[src/rtl/cmd_stream_decoder.sv]
module cmd_stream_decoder #(
  parameter int ICONS  = 64,
  parameter int ICON_W = 7,
  parameter int LEVELS = 15,
  parameter int GRAY_W = 6
) (
  input  logic                       clk,
  input  logic                       rst_n,
  input  logic                       in_valid,
  input  logic                       in_is_cmd,
  input  logic [7:0]                 in_byte,
  output logic                       done,
  output logic [7:0]                 op,
  output logic [15:0]                arg,
  output logic                       locked,
  output logic [6:0]                 mux_lines,
  output logic [ICONS*ICON_W-1:0]    icon_cur,
  output logic [LEVELS*GRAY_W-1:0]   gray_pw
);
  localparam int CW = $clog2(ICONS + 1);
  localparam int IW = $clog2(ICONS);

  logic          busy;
  logic [7:0]    op_q;
  logic [CW-1:0] need, idx;
  logic [15:0]   arg_q;
  logic [ICON_W-1:0] stage  [ICONS];
  logic [ICON_W-1:0] icon_q [ICONS];
  logic [GRAY_W-1:0] gray_q [LEVELS];

  function automatic logic [CW:0] plen(input logic [7:0] c);
    case (c)
      8'h15, 8'h75:                              plen = {1'b1, CW'(2)};
      8'h81, 8'hA0, 8'hA1, 8'hA2, 8'hA8,
      8'hB1, 8'hB2, 8'hB3, 8'hFD:                plen = {1'b1, CW'(1)};
      8'h92:                                     plen = {1'b1, CW'(ICONS)};
      8'hB8:                                     plen = {1'b1, CW'(LEVELS)};
      8'hA4, 8'hA5, 8'hA6, 8'hA7,
      8'hAE, 8'hAF, 8'hB7, 8'hE3:                plen = {1'b1, CW'(0)};
      default:                                   plen = '0;
    endcase
  endfunction

  wire [CW:0]    pl     = plen(in_byte);
  wire           known  = pl[CW];
  wire [CW-1:0]  cnt    = pl[CW-1:0];
  wire           cmd_in = in_valid & in_is_cmd;
  wire           dat_in = in_valid & ~in_is_cmd & busy;
  wire           allow  = ~locked | (in_byte == 8'hFD);
  wire           last   = dat_in & ((idx + CW'(1)) == need);
  wire           fire   = last & (~locked | (in_byte == 8'h12));
  wire           fire0  = cmd_in & known & (cnt == '0) & ~locked;
  wire [15:0]    arg_n  = (idx == '0)     ? {8'h00, in_byte} :
                          (idx == CW'(1)) ? {in_byte, arg_q[7:0]} : arg_q;

  always_ff @(posedge clk or negedge rst_n) begin
    if (!rst_n) begin
      busy      <= 1'b0;
      op_q      <= '0;
      need      <= '0;
      idx       <= '0;
      arg_q     <= '0;
      done      <= 1'b0;
      op        <= '0;
      arg       <= '0;
      locked    <= 1'b0;
      mux_lines <= 7'd127;
    end else begin
      done <= fire | fire0;
      if (cmd_in) begin
        busy <= known & allow & (cnt != '0);
        op_q <= in_byte;
        need <= cnt;
        idx  <= '0;
      end else if (dat_in) begin
        idx   <= idx + CW'(1);
        arg_q <= arg_n;
        if (last) busy <= 1'b0;
      end
      if (fire0) begin
        op  <= in_byte;
        arg <= '0;
      end
      if (fire) begin
        op  <= op_q;
        arg <= arg_n;
        if (op_q == 8'hFD) begin
          if (in_byte == 8'h13)      locked <= 1'b1;
          else if (in_byte == 8'h12) locked <= 1'b0;
        end
        if (op_q == 8'hA8 && in_byte[6:0] >= 7'd15) mux_lines <= in_byte[6:0];
      end
    end
  end

  always_ff @(posedge clk)
    if (dat_in) stage[idx[IW-1:0]] <= in_byte[ICON_W-1:0];

  for (genvar i = 0; i < ICONS; i++) begin : g_icon
    always_ff @(posedge clk or negedge rst_n)
      if (!rst_n) icon_q[i] <= '0;
      else if (fire && op_q == 8'h92)
        icon_q[i] <= (idx == CW'(i)) ? in_byte[ICON_W-1:0] : stage[i];
    assign icon_cur[i*ICON_W +: ICON_W] = icon_q[i];
  end

  for (genvar k = 0; k < LEVELS; k++) begin : g_gray
    always_ff @(posedge clk or negedge rst_n)
      if (!rst_n) gray_q[k] <= '0;
      else if (fire && op_q == 8'hB8)
        gray_q[k] <= (idx == CW'(k)) ? in_byte[GRAY_W-1:0] : stage[k][GRAY_W-1:0];
    assign gray_pw[k*GRAY_W +: GRAY_W] = gray_q[k];
  end
endmodule

[config.mk]
export PLATFORM = sky130hd
export DESIGN_NAME = cmd_stream_decoder
export DESIGN_NICKNAME = d
export VERILOG_FILES = /design/src/rtl/cmd_stream_decoder.sv
export SDC_FILE = /design/constraint.sdc
export NUM_CORES = 1
export LEC_CHECK = 0
export CORE_MARGIN = 4
export CORE_UTILIZATION = 35
export CTS_BUF_LIST = sky130_fd_sc_hd__clkbuf_4
export CTS_CLUSTER_DIAMETER = 50
export DETAILED_ROUTE_END_ITERATION = 8
export GPL_ROUTABILITY_DRIVEN = 0
export PLACE_DENSITY = 0.52
export SYNTH_ARGS = -nofsm -noshare
export SYNTH_HDL_FRONTEND = slang
export SYNTH_SLANG_ARGS = --single-unit
[constraint.sdc]
create_clock -name clk -period 7 [get_ports clk]
set_clock_uncertainty 0.05 [all_clocks]
set_input_delay 2.1 -clock clk [delete_from_list [all_inputs] [get_ports clk]]
set_output_delay 2.1 -clock clk [all_outputs]
set_load 0.01 [all_outputs]
# Yosys cells after proc, flatten, opt, wreduce, memory -nomap -nowiden
# Memories as Yosys holds them, arrays and structs flattened.
# Cells that the tools add are included.
# word_totals
mem_bits_rw	448
wordCells	311
memories	1
ff_bits	610
output_inout_bits	571
in_bits	12
# classes
order_cmp	1
eq_ne	91
muxes	95
add_sub_neg	1
bitwise	16
n_reduce_logical	17
# mem_list
memory	words	width	read_ports	rd_clocked_by_memory_dff	wr	line_no	text
stage	64	7	64	0	1	27	logic [ICON_W-1:0] stage [ICONS];
# op_table
op	count
$mux 7	66
$eq 7x6->1 const B	32
$eq 8x8->1 const B	23
$eq 7x5->1 const B	16
$mux 6	15
$mux 16	4
$eq 7x4->1 const B	8
$pmux 8 s5	1
$eq 7x3->1 const B	4
$eq 8x5->1 const B	3
$mux 8	2
$eq 7x2->1 const B	2
$logic_not 7->1	2
$and 1x1->1	10
$reduce_or 9->1	1
$eq 8x7->1 const B	1
$reduce_bool 2->1	4
$reduce_or 8->1	1
$add 7x1->7 const B	1
$eq 7x1->1 const B	1
$eq 7x7->1	1
$ge 7x4->1 const B	1
$mux 1	7
$reduce_bool 7->1	1
other kinds (6)	14

# Logic depth before layout (Yosys ltp)
# Gate-level depths: netlist (run 1).
# logic_depth
ltp_word	8
depth_mapped	11
mapped_depth_nobuf	7

# Least setup slack after synthesis (run 1)
# No wires, ideal clock.
# synth_path
kind	input to register
from	in in_is_cmd
to	reg gray_q (netlist bit gray_pw[37])
t_arrival_ns	4.078
path_stages	9
setup_slack_ns	2.748
required_ns	6.825
setup_ns	0.125
path_buffers	4
cell_sequence	buf_2 > nand3b_1 > nor3_1 > o211ai_1 > clkbuf_1 > nor4b_1 > buf_2 > buf_2 > mux2_2
# synth_via
elab_chain_cells	6
# synth_rtl
element	line_no	text
start, declared	10	input logic in_is_cmd,
$not 1->1	48	wire dat_in = in_valid & ~in_is_cmd & busy;
$and 1x1->1 (2 in series)	48	
$and 1x1->1	50	wire last = dat_in & ((idx + CW'(1)) == need);
$and 1x1->1	51	wire fire = last & (~locked | (in_byte == 8'h12));
$logic_and 1x1->1	110	else if (fire && op_q == 8'hB8)
end signal, assigned by index	111	gray_q[k] <= (idx == CW'(k)) ? in_byte[GRAY_W-1:0] : stage[k][GRAY_W-1:0];
end, declared	29	logic [GRAY_W-1:0] gray_q [LEVELS];
# No other way between the ends.
# A chain may end at the register's enable or synchronous reset.

# Final worst setup path (run 1)
# layout_path
from	in in_is_cmd
to	reg icon_q (netlist bit icon_cur[16])
# layout_via
elab_chain_cells	6
# layout_rtl
element	line_no	text
$not 1->1	48	
$and 1x1->1 (2 in series)	48	
$and 1x1->1	50	
$and 1x1->1	51	
$logic_and 1x1->1	102	else if (fire && op_q == 8'h92)
end signal, assigned by index	103	icon_q[i] <= (idx == CW'(i)) ? in_byte[ICON_W-1:0] : stage[i];
end, declared	28	logic [ICON_W-1:0] icon_q [ICONS];
# No other way between the ends.

==> results of run 1 <==
-- flip-flops by register name, summed over array words and instances (netlist names) --
register and flops:
done 1, stage 448, mux_lines 7, arg_q 16, locked 1, need 4, op_q 8, busy 1
arg 16, op 8, idx 7, gray_pw 90, icon_cur 448
-- worst max-delay path by stage --
stage                               end  slack, ps  cells after the start
after global placement     icon_cur[90]       1390                      8
after global routing      icon_cur[436]       2270                      1
final                      icon_cur[16]       2390                      8
after floorplan             gray_pw[37]       2750                      9
after CTS                 icon_cur[440]       2320                      1
after detailed placement   icon_cur[16]       1310                      8
-- synthesized netlist by cell type, types with 2 or more instances --
cell / instances / area share
dfrtp_1: 600 / 0.35
mux2_2: 581 / 0.15
edfxtp_1: 448 / 0.31
mux2_1: 414 / 0.11
nor2_1: 128 / 0.011
clkbuf_1: 90 / 0.0078
nand2_1: 70 / 0.0061
mux2i_1: 48 / 0.011
buf_6: 33 / 0.0086
nand3_1: 26 / 0.0030
buf_2: 22 / 0.0025
o21ai_0: 19 / 0.0022
inv_1: 16 / 0.0014
a21oi_1: 13 / 0.0015
buf_8: 10 / 0.0035
a21o_1: 9 / 0.0016
nor4_1: 8 / 0.0012
dfstp_2: 7 / 0.0042
nor2b_1: 7 / 0.0010
nand2b_1: 6 / 0.00087
nor3_1: 6 / 0.00069
or3_1: 6 / 0.00087
nand4_1: 5 / 0.00072
and3_1: 4 / 0.00058
ha_1: 4 / 0.0012
nand3b_1: 4 / 0.00069
a31oi_1: 3 / 0.00043
and2_1: 3 / 0.00043
buf_1: 3 / 0.00026
buf_4: 3 / 0.00052
nand4b_1: 3 / 0.00061
nor4b_1: 3 / 0.00061
xor2_1: 3 / 0.00061
and3b_1: 2 / 0.00040
and4b_1: 2 / 0.00046
clkbuf_8: 2 / 0.00064
nor3b_1: 2 / 0.00035
o211ai_1: 2 / 0.00035
o21a_1: 2 / 0.00035
or2_2: 2 / 0.00029
-- cell families after synthesis --
group | after synthesis
XOR/XNOR | 4
AO/OA/AOI/OAI | 61
buffers and inverters | 179
multiplexers | 1043
AND/OR/NAND/NOR | 294
flip-flops | 1055
adder cells (fa/ha/maj) | 4
-- metrics by stage --
step | hold slack (ps) | instances
3_3_place_gp | 412.4 | 4732
6_report | 432.6 | 5280
2_1_floorplan | 399.7 | 2640
4_1_cts | 439.2 | 5271
3_5_place_dp | 423.7 | 4732
5_1_grt | 453.5 | 5279
-- power groups by stage --
stage	logic, mW	clock network [mW]	registers, mW
2_1_floorplan	0.105	0	6.64
3_3_place_gp	0.352	0	6.64
3_5_place_dp	0.359	0	6.65
4_1_cts	0.359	5.88	6.52
5_1_grt	0.379	6.23	6.52
6_report	0.343	5.65	6.52
-- layer usage --
metal  up-vias  wire length [um]  share of wire
met3       187              7874          0.059
met5         -                 0              0
met2       701             67210           0.50
met4         0              2736          0.020
li1      11480                 -              -
met1     13260             55920           0.42
-- worst max-delay path, delay by kind of cell --
family / cells / cell delay, ps
AOI/OAI and AO/OA: 1 / 460
buffers and inverters: 3 / 1420
muxes: 1 / 370
and+or+nand+nor: 3 / 1080
-- layout make-up --
cell class / count / area [um2]
tap: 1625 / 2033
multi-input combinational: 1406 / 13580
inverter: 16 / 60.06
clock buffer: 466 / 3498
fill: 11100 / 67830
sequential: 1055 / 28650
clock inverter: 73 / 312.8
antenna: 9 / 22.52
timing repair buffer: 630 / 6375
==> results list, run 1 <==
* Run status: completed
- Area growth syn-to-layout: 25.95%
- The initial utilization of the core area, before any placement, comes to 0.3538.
* CP max stage cell: clkdlybuf4s50_1
- Input and output buffers added on the ports amount to about 580.
* Most common cell after layout, fill and taps aside: dfrtp_1
- Total setup violations reported at the end of the flow: 0
* Synthesized-area fraction occupied by ao, oa, aoi and oai cells: 0.008988
- Achievable frequency: roughly 220 MHz
- Total negative slack for setup checks: 0 ps
* GR met1 Demand/Resource: 0.2498
- Counting every net in the synthesized netlist gives around 2700.
- PwrDens: 229.6 nW/um2
- Clock network power share: 0.451
- Summing internal, switching and leakage power gives 12.52 mW.
* Number of clock buffers inserted by TritonCTS: 309
* Initial antenna violation count: 4
* Post-synth EDFFs: 448
* Overall track demand over capacity in global routing: 0.2044
- STA classifies the critical path startpoint as an input port.
* Proportion of synthesized flip-flops having asynchronous set or reset: 0.5754
- Cell internal power was estimated by the tool at between 9 and 10 mW.
- Beginning of the critical path: in_is_cmd
* Largest fanout on the critical path: 75
- After clock tree synthesis, the clock-pin slew on the worst setup and hold paths is 60 ps.
* Worst-case reg-to-reg path depth: 8
- Summed over all nets, the half-perimeter wirelength after detailed placement is 89170 um.
- For this run, global-route usage on met2 was measured as 0.3503.
* Type of the tightest min-delay check: flop to flop
- Maximum number of pins on one net before global-route repair: 152
- At the pin with the least slew margin, the transition time is ~1300 ps.
- Pre-Repair DR Iteration Count: 5
- Met3 capacity usage during global routing: 0.05871
* Floorplan core area: between 100000 and 150000 um2
- The die covers 129400 um2.
- Count of pins on the block boundary: 583
- Of the total synthesized cell area, the portion taken by XOR and XNOR cells is 0.0008092.
- For the worst-skew pair, the clock arrives at the later sink with an insertion delay of 1180 ps.
- Final Hold Vio Count: 0
- PostCTS Resize Cnt: 0
* Count of yosys warnings during synthesis: 0
- The share of total power dissipated in combinational logic is 0.027.
* Post-synthesis register bit count: approximately 1100
- Number of clock sinks: 1055
* Buffer depth of the longest clock path: 4
- The worst hold path passes through 2 cells.
* Vias per std cell: 4.852
- After floorplanning, the core was divided into 128 placement rows.
* Leakage power of the design: 23.14 nW
- After routing the design area is 54530 um2.
* Type of the worst setup path: input port to flop
* Area share of fa/ha/maj cells after synthesis: 0.001156
- Buffers inserted to repair hold after CTS numbered 0.
* Hold endpoint: arg_q[11]
* Antenna-violating nets left: 0
* Post-layout nets: 3434
- The share of the Yosys chip area taken by registers is 0.6618.
* Number of global-route vias before repair: 28080
* First-pass GRT wire length: 196300 um
* Min-delay src: arg_q[11]
- CP arrival: 5550 ps
- Post-route fraction of the period consumed by the critical path: 0.6584
- CTS placed an instance of clkbuf_4 at the clock tree root.
* Post-synth design cell area: 43290 um2
- Setup repair after global routing missed its margin: no
- Post-synthesis cell count: 2640
* Distinct cell type count after synthesis: 61
- Leading cell types in the layout, fill and taps excluded: dfrtp_1 (600), mux2_2 (581), clkdlybuf4s50_1 (574)
- Vert. Die Dim: 359.7 um
* Kind of end point of the critical path: flop
* Dominant combinational cell family by area after synthesis: multiplexers
- Mux contribution to synthesized area: 0.2699
- CTS tree: built
- Total Wirelength: 133700 um
* Required time worst endpoint: 7940 ps
* Busiest grt layer: met2
- The final max-slew violation count was 0.
- Sw Share: 0.2293
- Part of the power in registers: 0.521
* Synthesized-area fraction occupied by and/or/nand/nor cells: 0.03214
- At the placement stage, the worst setup path has a slack of 1307 ps.
- The routed design could run at a clock period as short as around 4600 ps.
- In this run the register-to-register setup slack is 2720 ps.
* Reg-to-Reg Start: idx[0]
- The worst path meets setup with 2391 ps of slack.
- Sw Pwr: roughly 2.9 mW
- Across all layers, the routed design uses 25620 vias.
* Number of buffers inserted by post-CTS setup repair: 0
- The total overflow left after global routing is 0.
- In this design, the stage delay of the slowest critical-path cell is 570 ps.
* Sequence of cells on the critical path: clkdlybuf4s50_1 > nand3b_1 > nor3_1 > o211ai_1 > nor4b_4 > buf_12 > buf_4 > mux2_1
* Worst-case vdd ir drop: 138.1 uV
* Total DRC errors in the routed layout: 0
- CTS HTree Levels: 5
- Syn Area/Cell: 16.40 um2
- Die W: 359.7 um
* Share of the core filled with cells in the final layout: 0.4457
* Share of cells above drive strength 1: 0.3108
- The placed instances occupy a cell area of 50690 um2.
* Max-slew headroom: 0.1221
- For this block, the initial DRC count from the detailed router was 1195.
- In the synthesized netlist the dominant register cell turns out to be dfrtp_1.
- Max-cap violations in this run came to 0.
- After detailed routing, the average wire length per cell comes to 25.33 um.
- The worst register-to-register path ends at icon_cur[16].
Power figures use the tool's default switching activity.
==> run 2, diff against run 1 <==
Clock period 7 ns to 4.5 ns, I/O delays scaled along.
==> results list, run 2 (synthesis gave the netlist of run 1 again) <==
* Leading cell types in the layout, fill and taps excluded: dfrtp_1 (600), mux2_2 (581), clkdlybuf4s50_1 (574)
- Largest fanout on the critical path: 2 (-97%)
- Number of buffers inserted by post-CTS setup repair: 0 (unchanged)
- Worst-margin pin slew: 1045 ps (-271.9 ps)
* Vias per std cell: 4.891 (+0.80%)
- Number of placed cells counting well taps: 4793 (+1.3%)
- Met2 wire length: 66320 um (-1.3%)
- Number of buffers inserted by port buffering: 582 (unchanged)
* Buffer depth of the longest clock path: 4 (unchanged)
- Number of buffers and inverters on the critical path: 1 (-2)
- CP top delay family: buffers and inverters
- Pre-Repair DR Iteration Count: 5 (unchanged)
- Setup repair after global routing missed its margin: no
- Number of violations of the max-capacitance limit: 0 (unchanged)
- CP max stage cell: clkdlybuf4s50_1
- Area growth syn-to-layout: 27.26%
* Floorplan core area: 122400 um2 (unchanged)
- Required time worst endpoint: 3100 ps (-4840 ps)
- Final Hold Vio Count: 0 (unchanged)
- The maximum cell stage delay along the critical path is 750 ps (+180 ps).
- The DRC violation count after routing came to 0 (unchanged).
- The post-cts gate resize count is 0 (unchanged).
- Number of global-route vias before repair: 28270 (+0.66%)
* CTS HTree Levels: 5 (unchanged)
* Min Tclk post-route: approximately 3700 ps
- Sequence of cells on the critical path: clkdlybuf4s50_1
- Leaving out fill and tap cells, the most frequent cell in the layout is dfrtp_1.
- First-pass GRT wire length: 198200 um (+0.93%)
* Sort of element at the start of the critical path: flop
- STA classifies the critical path endpoint as an output port.
- For this run, the top clock speed supported by timing is 271.9 MHz.
- The worst hold path belongs to the class flop to flop.
- Final worst setup slack: 821.5 ps (-1569 ps)
- The total leakage power came to 23.47 nW (+1.4%).
- The post-detailed-route wirelength per cell came to 25.55 um (+0.87%).
* Number of filler cells placed in the layout: 10960 (-1.2%)
- The fraction of layout cells with a size suffix above 1 was 0.3237 (+0.01299).
- Root Driver: clkbuf_4
- Initial Utilization: 0.3538 (unchanged)
- Antenna-violating nets left: 0 (unchanged)
- The CTS buffer count was 301 (-2.6%).
- Post-layout nets: 3488 (+1.6%)
- The DRC marker count from the first detailed-route iteration was 1408 (+18%).
- The worst setup path is of the flop to output port kind.
- Row cnt: 128 (unchanged)
- Routed metal-1 wirelength: 56730 um (+1.5%)
* Count of placed standard cells in the final layout, fillers left out: 5315 (+0.66%)
- The number of placed I/O pins is 583 (unchanged).
- Die W: 359.7 um (unchanged)
* Post-route cell area: 55090 um2 (+1.0%)
- The maximum number of pins on one net before global-route repair came to 141 (-7.2%).
- The number of sinks on the clock net is 1055 (unchanged).
- The sum of negative setup slack came to 0 ps (unchanged).
* Area taken by multi-input logic gates: 13580 um2 (unchanged)
- The post-place setup slack is -106.8 ps (-1414 ps).
- Post-route fraction of the period consumed by the critical path: 0.8174
* Highest metal layer used by the detailed router: met5
- Overall track demand over capacity in global routing: 0.2071 (+0.002697)
- Routed wl met3: 8469 um (+7.6%)
- Congestion Overflow GR: 0 (unchanged)
- Total setup violations reported at the end of the flow: 0 (unchanged)
- Post-place instance area: 51330 um2 (+1.2%)
* Latest clock arrival within the worst-skew pair: 1180 ps (about the same)
* Vias: 26000 (+1.5%)
- Die Area: 129400 um2 (unchanged)
* Max-slew violations: 0 (unchanged)
* Initial antenna violation count: 4 (unchanged)
* DPL Wire Length: 92500 um (+3.7%)
- The clock-pin slew reported for the worst setup and hold paths after clock tree synthesis was 50 ps (about the same).
* Max-slew headroom: 0.3016 (+0.1794)
* PwrDens: 352.9 nW/um2 (+54%)
- The arrival time at the worst endpoint came to 2280 ps (-3270 ps).
- CTS tree: built
- Worst-case vdd ir drop: 216.6 uV (+57%)
- Run status: completed
- Total Wirelength: 135800 um (+1.5%)
* Vert. Die Dim: 359.7 um (unchanged)
- Area used by sequential logic in the layout: 28650 um2 (unchanged)
==> run 2: changes by cell type in the layout (fill, tap and decap cells not counted), sizes merged <==
cell and change:
buf +61, diode -4, clkinv -26, inv +2
dlygate4sd3 +1, bufinv +1
==> run 2: routing by layer <==
metal | GRT usage | vias up
li1 | - | 11550
met1 | 0.2559 | 13470
met5 | 0 | -
met4 | 0.07974 | 2
met3 | 0.06337 | 191
met2 | 0.3416 | 782
==> run 2: report_power, final <==
| group | switching (mW) | internal, mW | leakage [nW] |
|---|---|---|---|
| Combinational | 0.399 | 0.158 | 8.82 |
| Sequential | 0.0444 | 10.1 | 12.4 |
| Clock | 3.95 | 4.79 | 2.27 |
| Total | 4.39 | 15.0 | 23.5 |
==> run 2: layout make-up <==
| class | count | area share |
|---|---|---|
| sequential | 1055 | 0.5201 |
| multi-input combinational | 1406 | 0.2464 |
| timing repair buffer | 692 | 0.1274 |
| clock buffer | 466 | 0.06350 |
| tap | 1625 | 0.03691 |
| clock inverter | 50 | 0.004429 |
| inverter | 16 | 0.001090 |
| antenna | 5 | 0.0002271 |
==> run 2: path summary, 6_finish.rpt <==
check | from | endpoint | slack, ps | cells past startpoint
min in group asynchronous | rst_n | icon_cur[221] | 720 | 2
max in group asynchronous | rst_n | icon_cur[92] | 2520 | 3
hold reg to reg | arg_q[11] | arg_q[11] | 430 | 2
setup reg to reg | idx[0] | icon_cur[222] | 870 | 8
hold / removal | arg_q[11] | arg_q[11] | 430 | 2
setup / recovery | icon_cur[436] | icon_cur[436] | 820 | 1
==> run 2: stage by stage <==
step | total power, mW | util | hold WS (ps)
detailed placement | 10.92 | 0.4195 | 423.7
global placement | 10.90 | 0.4195 | 412.7
floorplan | 10.50 | - | 399.7
CTS | 19.82 | 0.4502 | 395.6
finish | 19.44 | 0.4503 | 427.2
global route | 20.41 | 0.4502 | 429.9
==> run 2: timing repair <==
item | CTS | global route
hold buffers | 1 | 0
endpoints found under the setup margin | 0 | 0
hold endpoints to repair | 12 | 0
